<file path="src/rtl/syn_pkg.sv">
package syn_pkg;
    typedef enum logic [1:0] {
        RULE_HEBB     = 2'd0,
        RULE_POST     = 2'd1,
        RULE_PRE      = 2'd2,
        RULE_HEBB_ALT = 2'd3
    } rule_e;

    typedef struct packed {
        logic pre;
        logic post;
    } act_t;
endpackage

</file>
<file path="src/rtl/syn_activity.sv">
module syn_activity
    import syn_pkg::*;
(
    input  logic clk,
    input  logic rst_n,
    input  logic pre_spike,
    input  logic post_spike,
    input  logic step_tick,
    output act_t act
);
    act_t seen_d, seen_q;

    always_comb begin
        act.pre  = seen_q.pre  | pre_spike;
        act.post = seen_q.post | post_spike;
        seen_d   = step_tick ? '0 : act;
    end

    always_ff @(posedge clk) begin
        if (!rst_n) seen_q <= '0;
        else        seen_q <= seen_d;
    end


    tick_clears_chk: assert property (@(posedge clk) disable iff (!rst_n)
        step_tick |=> (seen_q == '0));

    spike_kept_chk: assert property (@(posedge clk) disable iff (!rst_n)
        (pre_spike && !step_tick) |=> seen_q.pre);
endmodule

</file>
<file path="src/rtl/syn_pulse_gen.sv">
module syn_pulse_gen #(
    parameter int WW = 4
) (
    input  logic          clk,
    input  logic          rst_n,
    input  logic          pre_spike,
    input  logic [WW-1:0] weight,
    output logic          pulse
);
    typedef struct packed {
        logic [WW-1:0] cnt;
    } pg_t;

    pg_t d, q;

    always_comb begin
        d = q;
        if (pre_spike)        d.cnt = weight;
        else if (q.cnt != '0) d.cnt = q.cnt - 1'b1;
        pulse = (q.cnt != '0);
    end

    always_ff @(posedge clk) begin
        if (!rst_n) q <= '0;
        else        q <= d;
    end


    reload_chk: assert property (@(posedge clk) disable iff (!rst_n)
        pre_spike |=> (q.cnt == $past(weight)));

    countdown_chk: assert property (@(posedge clk) disable iff (!rst_n)
        (!pre_spike && q.cnt != '0) |=> (q.cnt == $past(q.cnt) - 1'b1));

    idle_chk: assert property (@(posedge clk) disable iff (!rst_n)
        (!pre_spike && q.cnt == '0) |=> !pulse);
endmodule

</file>
<file path="src/rtl/syn_learn.sv">
module syn_learn
    import syn_pkg::*;
#(
    parameter int WW  = 4,
    parameter int LRW = 3
) (
    input  logic           clk,
    input  logic           rst_n,
    input  act_t           act,
    input  rule_e          rule,
    input  logic           learn_en,
    input  logic           step_tick,
    input  logic [LRW-1:0] lr_step,
    input  logic [WW-1:0]  init_weight,
    input  logic           load_weight,
    output logic [WW-1:0]  weight
);
    localparam int SW = (WW > LRW ? WW : LRW) + 1;
    localparam logic [SW-1:0] WMAX = SW'((1 << WW) - 1);

    typedef struct packed {
        logic [WW-1:0] w;
    } ln_t;

    ln_t d, q;
    logic [SW-1:0] w_ext, lr_ext, up_val, dn_val;
    logic          inc, dec;

    always_comb begin
        w_ext  = SW'(q.w);
        lr_ext = SW'(lr_step);
        up_val = w_ext + lr_ext;
        if (up_val > WMAX) up_val = WMAX;
        dn_val = (w_ext < lr_ext) ? '0 : (w_ext - lr_ext);

        inc = act.pre && act.post;
        unique case (rule)
            RULE_POST: dec = act.post && !act.pre;
            RULE_PRE:  dec = act.pre  && !act.post;
            default:   dec = 1'b0;
        endcase

        d = q;
        if (load_weight)                 d.w = init_weight;
        else if (step_tick && learn_en) begin
            if (inc)      d.w = up_val[WW-1:0];
            else if (dec) d.w = dn_val[WW-1:0];
        end
        weight = q.w;
    end

    always_ff @(posedge clk) begin
        if (!rst_n) q <= '0;
        else        q <= d;
    end


    weight_hold_chk: assert property (@(posedge clk) disable iff (!rst_n)
        (!load_weight && !(step_tick && learn_en)) |=> $stable(weight));

    load_chk: assert property (@(posedge clk) disable iff (!rst_n)
        load_weight |=> (weight == $past(init_weight)));

    hebb_no_fall_chk: assert property (@(posedge clk) disable iff (!rst_n)
        (!load_weight && (rule == RULE_HEBB || rule == RULE_HEBB_ALT))
        |=> (weight >= $past(weight)));

    no_rise_alone_chk: assert property (@(posedge clk) disable iff (!rst_n)
        (!load_weight && !(act.pre && act.post)) |=> (weight <= $past(weight)));
endmodule

</file>
<file path="src/rtl/hebb_pulse_synapse.sv">
module hebb_pulse_synapse
    import syn_pkg::*;
#(
    parameter int WW  = 4,
    parameter int LRW = 3
) (
    input  logic           clk,
    input  logic           rst_n,
    input  logic           pre_spike,
    input  logic           post_spike,
    input  logic [1:0]     rule_sel,
    input  logic           learn_en,
    input  logic           step_tick,
    input  logic [LRW-1:0] lr_step,
    input  logic [WW-1:0]  init_weight,
    input  logic           load_weight,
    output logic           pulse_out,
    output logic [WW-1:0]  weight_out
);
    act_t  act;
    rule_e rule;

    assign rule = rule_e'(rule_sel);

    syn_activity u_act (
        .clk        (clk),
        .rst_n      (rst_n),
        .pre_spike  (pre_spike),
        .post_spike (post_spike),
        .step_tick  (step_tick),
        .act        (act)
    );

    syn_learn #(.WW(WW), .LRW(LRW)) u_learn (
        .clk         (clk),
        .rst_n       (rst_n),
        .act         (act),
        .rule        (rule),
        .learn_en    (learn_en),
        .step_tick   (step_tick),
        .lr_step     (lr_step),
        .init_weight (init_weight),
        .load_weight (load_weight),
        .weight      (weight_out)
    );

    syn_pulse_gen #(.WW(WW)) u_pulse (
        .clk       (clk),
        .rst_n     (rst_n),
        .pre_spike (pre_spike),
        .weight    (weight_out),
        .pulse     (pulse_out)
    );
endmodule

</file>
<file path="config.mk">
export PLATFORM = sky130hd
export DESIGN_NAME = hebb_pulse_synapse
export DESIGN_NICKNAME = d
export VERILOG_FILES = /design/src/rtl/syn_pkg.sv /design/src/rtl/syn_activity.sv /design/src/rtl/syn_pulse_gen.sv /design/src/rtl/syn_learn.sv /design/src/rtl/hebb_pulse_synapse.sv
export SDC_FILE = /design/constraint.sdc
export NUM_CORES = 1
export LEC_CHECK = 0
export BUFFER_PORTS_ARGS = -buffer_cell sky130_fd_sc_hd__buf_2
export CAP_MARGIN = 20
export CORE_ASPECT_RATIO = 0.9
export CORE_MARGIN = 2
export CORE_UTILIZATION = 52
export DETAILED_ROUTE_END_ITERATION = 6
export GPL_TIMING_DRIVEN = 0
export PLACE_DENSITY = 0.87
export SETUP_SLACK_MARGIN = 0.4
export SLEW_MARGIN = 40
export SYNTH_ARGS = -nofsm -noshare
export SYNTH_HDL_FRONTEND = slang
export SYNTH_HIERARCHICAL = 1
export SYNTH_SLANG_ARGS = --single-unit
export TNS_END_PERCENT = 30
</file>
<file path="constraint.sdc">
create_clock -name clk -period 2.4 [get_ports clk]
set_clock_uncertainty 0.2 [all_clocks]
set_input_delay 0.48 -clock clk [delete_from_list [all_inputs] [get_ports clk]]
set_output_delay 0.48 -clock clk [all_outputs]
set_load 0.01 [all_outputs]
</file>
==> impl_results.md <==
- Pin count of the biggest net entering global routing: 10
- Hold-fix buffers, CTS: 0
- Overflow after GRT: 0
- # H-tree levels: 1
- Crit path buffers/inverters: 1
- Die area: 0.00207 mm2
- Vias in the first global route: roughly 790
- Crit path DAT: between 1.5 and 2 ns
- Leak Pwr: roughly 0.53 nW
- # fillers: roughly 150
- Yosys reg bits: 10
- Critical path type: flip-flop to flip-flop
- Area of the multi-input gates: around 670 um2
- CTS Root Cell: clkbuf_4
- Mapped Cells: 102
- Switch Pwr: just under 0.2 mW
- CP most frequent cell: o22ai_1
- Fin crit period: 2.00 ns
- Most used DFF post-synth: dfxtp_1
- Final period util: 83.3%
- Area growth, synth to finish: 25.5%
- Die W: 47.7 um
- Antenna cells: 0
- DRT Pass-1 Iters: 4
- Syn_nets: 130
- Register area: about 210 um2
- Switching share of total power: 32.4%
- Via count: 830
- Top-area cell type share of the netlist area: between 20 and 25%
- Starting Density: 54.3%
- Final setup vio count: 0
- Kind of cell adding the most delay to the critical path: compound AO/OA/AOI/OAI gates
- Die Y: 43.4 um
- Final count of hold timing violations: 0
- CTS sink cnt: 10
- Crit-path max FO: 3
- DRC violations left: 0
- Post-synth ARST share: 0%
- Worst slew pin tran: 0.276 ns
- Placer Congestion: 0.908
- CP max-delay cell: dfxtp_4
- CTS max path bufs: 2
- Largest area contributor in the netlist: dfxtp_1
- Pwr/cell area: 539 mW/mm2
- Fin nets: 157
- Slowest Stage Delay on Critical Path: 0.36 ns
- RSZ-0062 raised after global routing: true
- Via/cell ratio: 5.46
- Startpoint types: flip-flop
- Final Max Tran Viols: 0
- Final Util: 68.2%
- Hold crit path type: input port to flip-flop
- Synthesized cell area: 895 um2
- Core area: 0.00165 mm2
- Rows: 14
- Proportion of layout cells with a drive suffix above 1: roughly 36%
- Comb power frac: 42.5%
- Post-route setup TNS: 0 ns
- Top-count cell post-synth: inv_1
- CTS tree: built
- Seq/Total Area, Yosys: between 20% and 30%
- Clk slew on worst S/H paths: 0.07 ns
- Maximum VDD drop: 0.245 mV
- Top Ports: 21
- Critical path capture point type: flip-flop
- Critical Path RT: about 2.4 ns
- Max capacitance violation total: 0
- Total GRT Usage: 20.8%
- Placed wire-length estimate: around 1500 um
- Post-route ant nets: 0
- Int Power: 0.409 mW
- Top cells by count, synth: inv_1 (15), dfxtp_1 (10), ha_1 (10), nand2_1 (10), o21ai_0 (7)
- Number of antenna violations at the first check in global routing: 0
- Clock power share: 24.1%
- F_max: 500 MHz
- Worst path cell trace: inv_1 > ha_4 > fa_2 > nand2b_4 > a21o_1 > o22ai_1 > o22ai_1 > a221oi_2
- First-pass GRT wire length: ~3200 um
- CTS Buf Count: 3
- Routed WL: 1980 um
- Status: finished, final reports clean
- Register share of total power: 33.4%
- Syn Area/Cell: 8.77 um2
- Relative slew margins: 81.3%
- Ranking of synthesized cells by area: dfxtp_1 (22%), ha_1 (14%), inv_1 (6.3%)
- Average wire per standard cell: 13.0 um
- Synth warnings: 6
- Clk Latency, worst-skew pair: 0.25 ns
- Cell variety after synth: 39
- Iteration-0 DRC count of the detailed router: 32
- Post-synth EDFFs: 0
- IO buf count: 20
power groups by stage:
stage,logic [mW],clock network (mW),registers (mW)
6_report,0.257,0.146,0.202
4_1_cts,0.255,0.148,0.201
2_1_floorplan,0.166,0,0.202
5_1_grt,0.284,0.159,0.204
3_5_place_dp,0.232,0,0.204
3_3_place_gp,0.222,0,0.203
through the flow:
step / hold WS (ns) / instances / setup WS [ns] / cell area (um2) / power [mW]
after floorplan: 0.295 / 102 / 0.414 / 922 / 0.368
after global placement: 0.288 / 146 / 0.193 / 1050 / 0.424
after detailed placement: 0.292 / 146 / 0.176 / 1050 / 0.435
after CTS: 0.275 / 152 / 0.397 / 1120 / 0.604
after global routing: 0.288 / 152 / 0.327 / 1120 / 0.647
final: 0.278 / 152 / 0.400 / 1120 / 0.605
final timing paths:
kind | from | end | slack [ns] | depth (start not counted)
setup / recovery | u_learn/weight[0] | u_learn/weight[2] | 0.40 | 8
hold / removal | init_weight[0] | u_learn/weight[0] | 0.28 | 3
setup reg to reg | u_learn/weight[0] | u_learn/weight[2] | 0.40 | 8
hold reg to reg | u_learn/weight[3] | u_pulse/q[3] | 0.31 | 2
worst min-delay path, stage by stage:
cell     delay (ns)
buf_2          0.10
nand2_1        0.06
a31oi_1        0.06
registers in the layout, indices dropped and copies added (netlist names):
signal and cells:
u_pulse/q 4, u_learn/weight 4, u_act/seen_q 2
per-layer routing:
| metal | vias to the layer above | wire (um) | part of all wire, % | global-route usage, % |
|---|---|---|---|---|
| met3 | 2 | 86 | 4.3 | 2.08 |
| met4 | 0 | 19 | 0.96 | 5.41 |
| met2 | 37 | 1020 | 52 | 34.4 |
| met1 | 380 | 850 | 43 | 28.5 |
| li1 | 411 | - | - | - |
| met5 | - | 0 | 0 | 0 |
logic make-up (layout without fill, tap and decap cells):
logic type / after synthesis / after routing / share of synthesized area (%)
mux: 1 / 1 / 1.26
xor+xnor: 3 / 3 / 2.94
fa+ha+maj: 12 / 12 / 18.5
simple gates: 30 / 30 / 22.8
flops: 10 / 10 / 22.4
compound gates: 30 / 30 / 24.6
buf+inv: 16 / 42 / 7.55
layout make-up:
| cell class | instances | area share [%] |
|---|---|---|
| multi-input cells | 76 | 59.4 |
| well taps | 24 | 2.68 |
| repair buffers | 22 | 10.3 |
| plain buffers | 1 | 1.00 |
| clock buffers | 4 | 3.23 |
| flip-flops and latches | 10 | 18.4 |
| inverters | 15 | 5.02 |
cell usage in the layout (no fill, tap or decap), types with 2 or more instances in the layout:
master    instances
buf_2            20
inv_1            15
nand2_1          10
ha_1              8
dfxtp_1           7
o21ai_0           7
clkbuf_4          3
nor2b_4           3
and2_1            3
xnor2_1           3
buf_4             2
nand2b_4          2
nor2_1            2
a21oi_1           2
a221oi_1          2
o22ai_1           2
a31oi_1           2
dfxtp_2           2
o31ai_1           2
nand3_1           2
repair_timing:
action                     CTS  global route
gates cloned                 0             0
setup buffers                2             0
gates resized for setup      3             3
setup endpoints to repair    3             3
pin swaps                    2             1
Note: power is estimated with default switching activity, not from simulation.
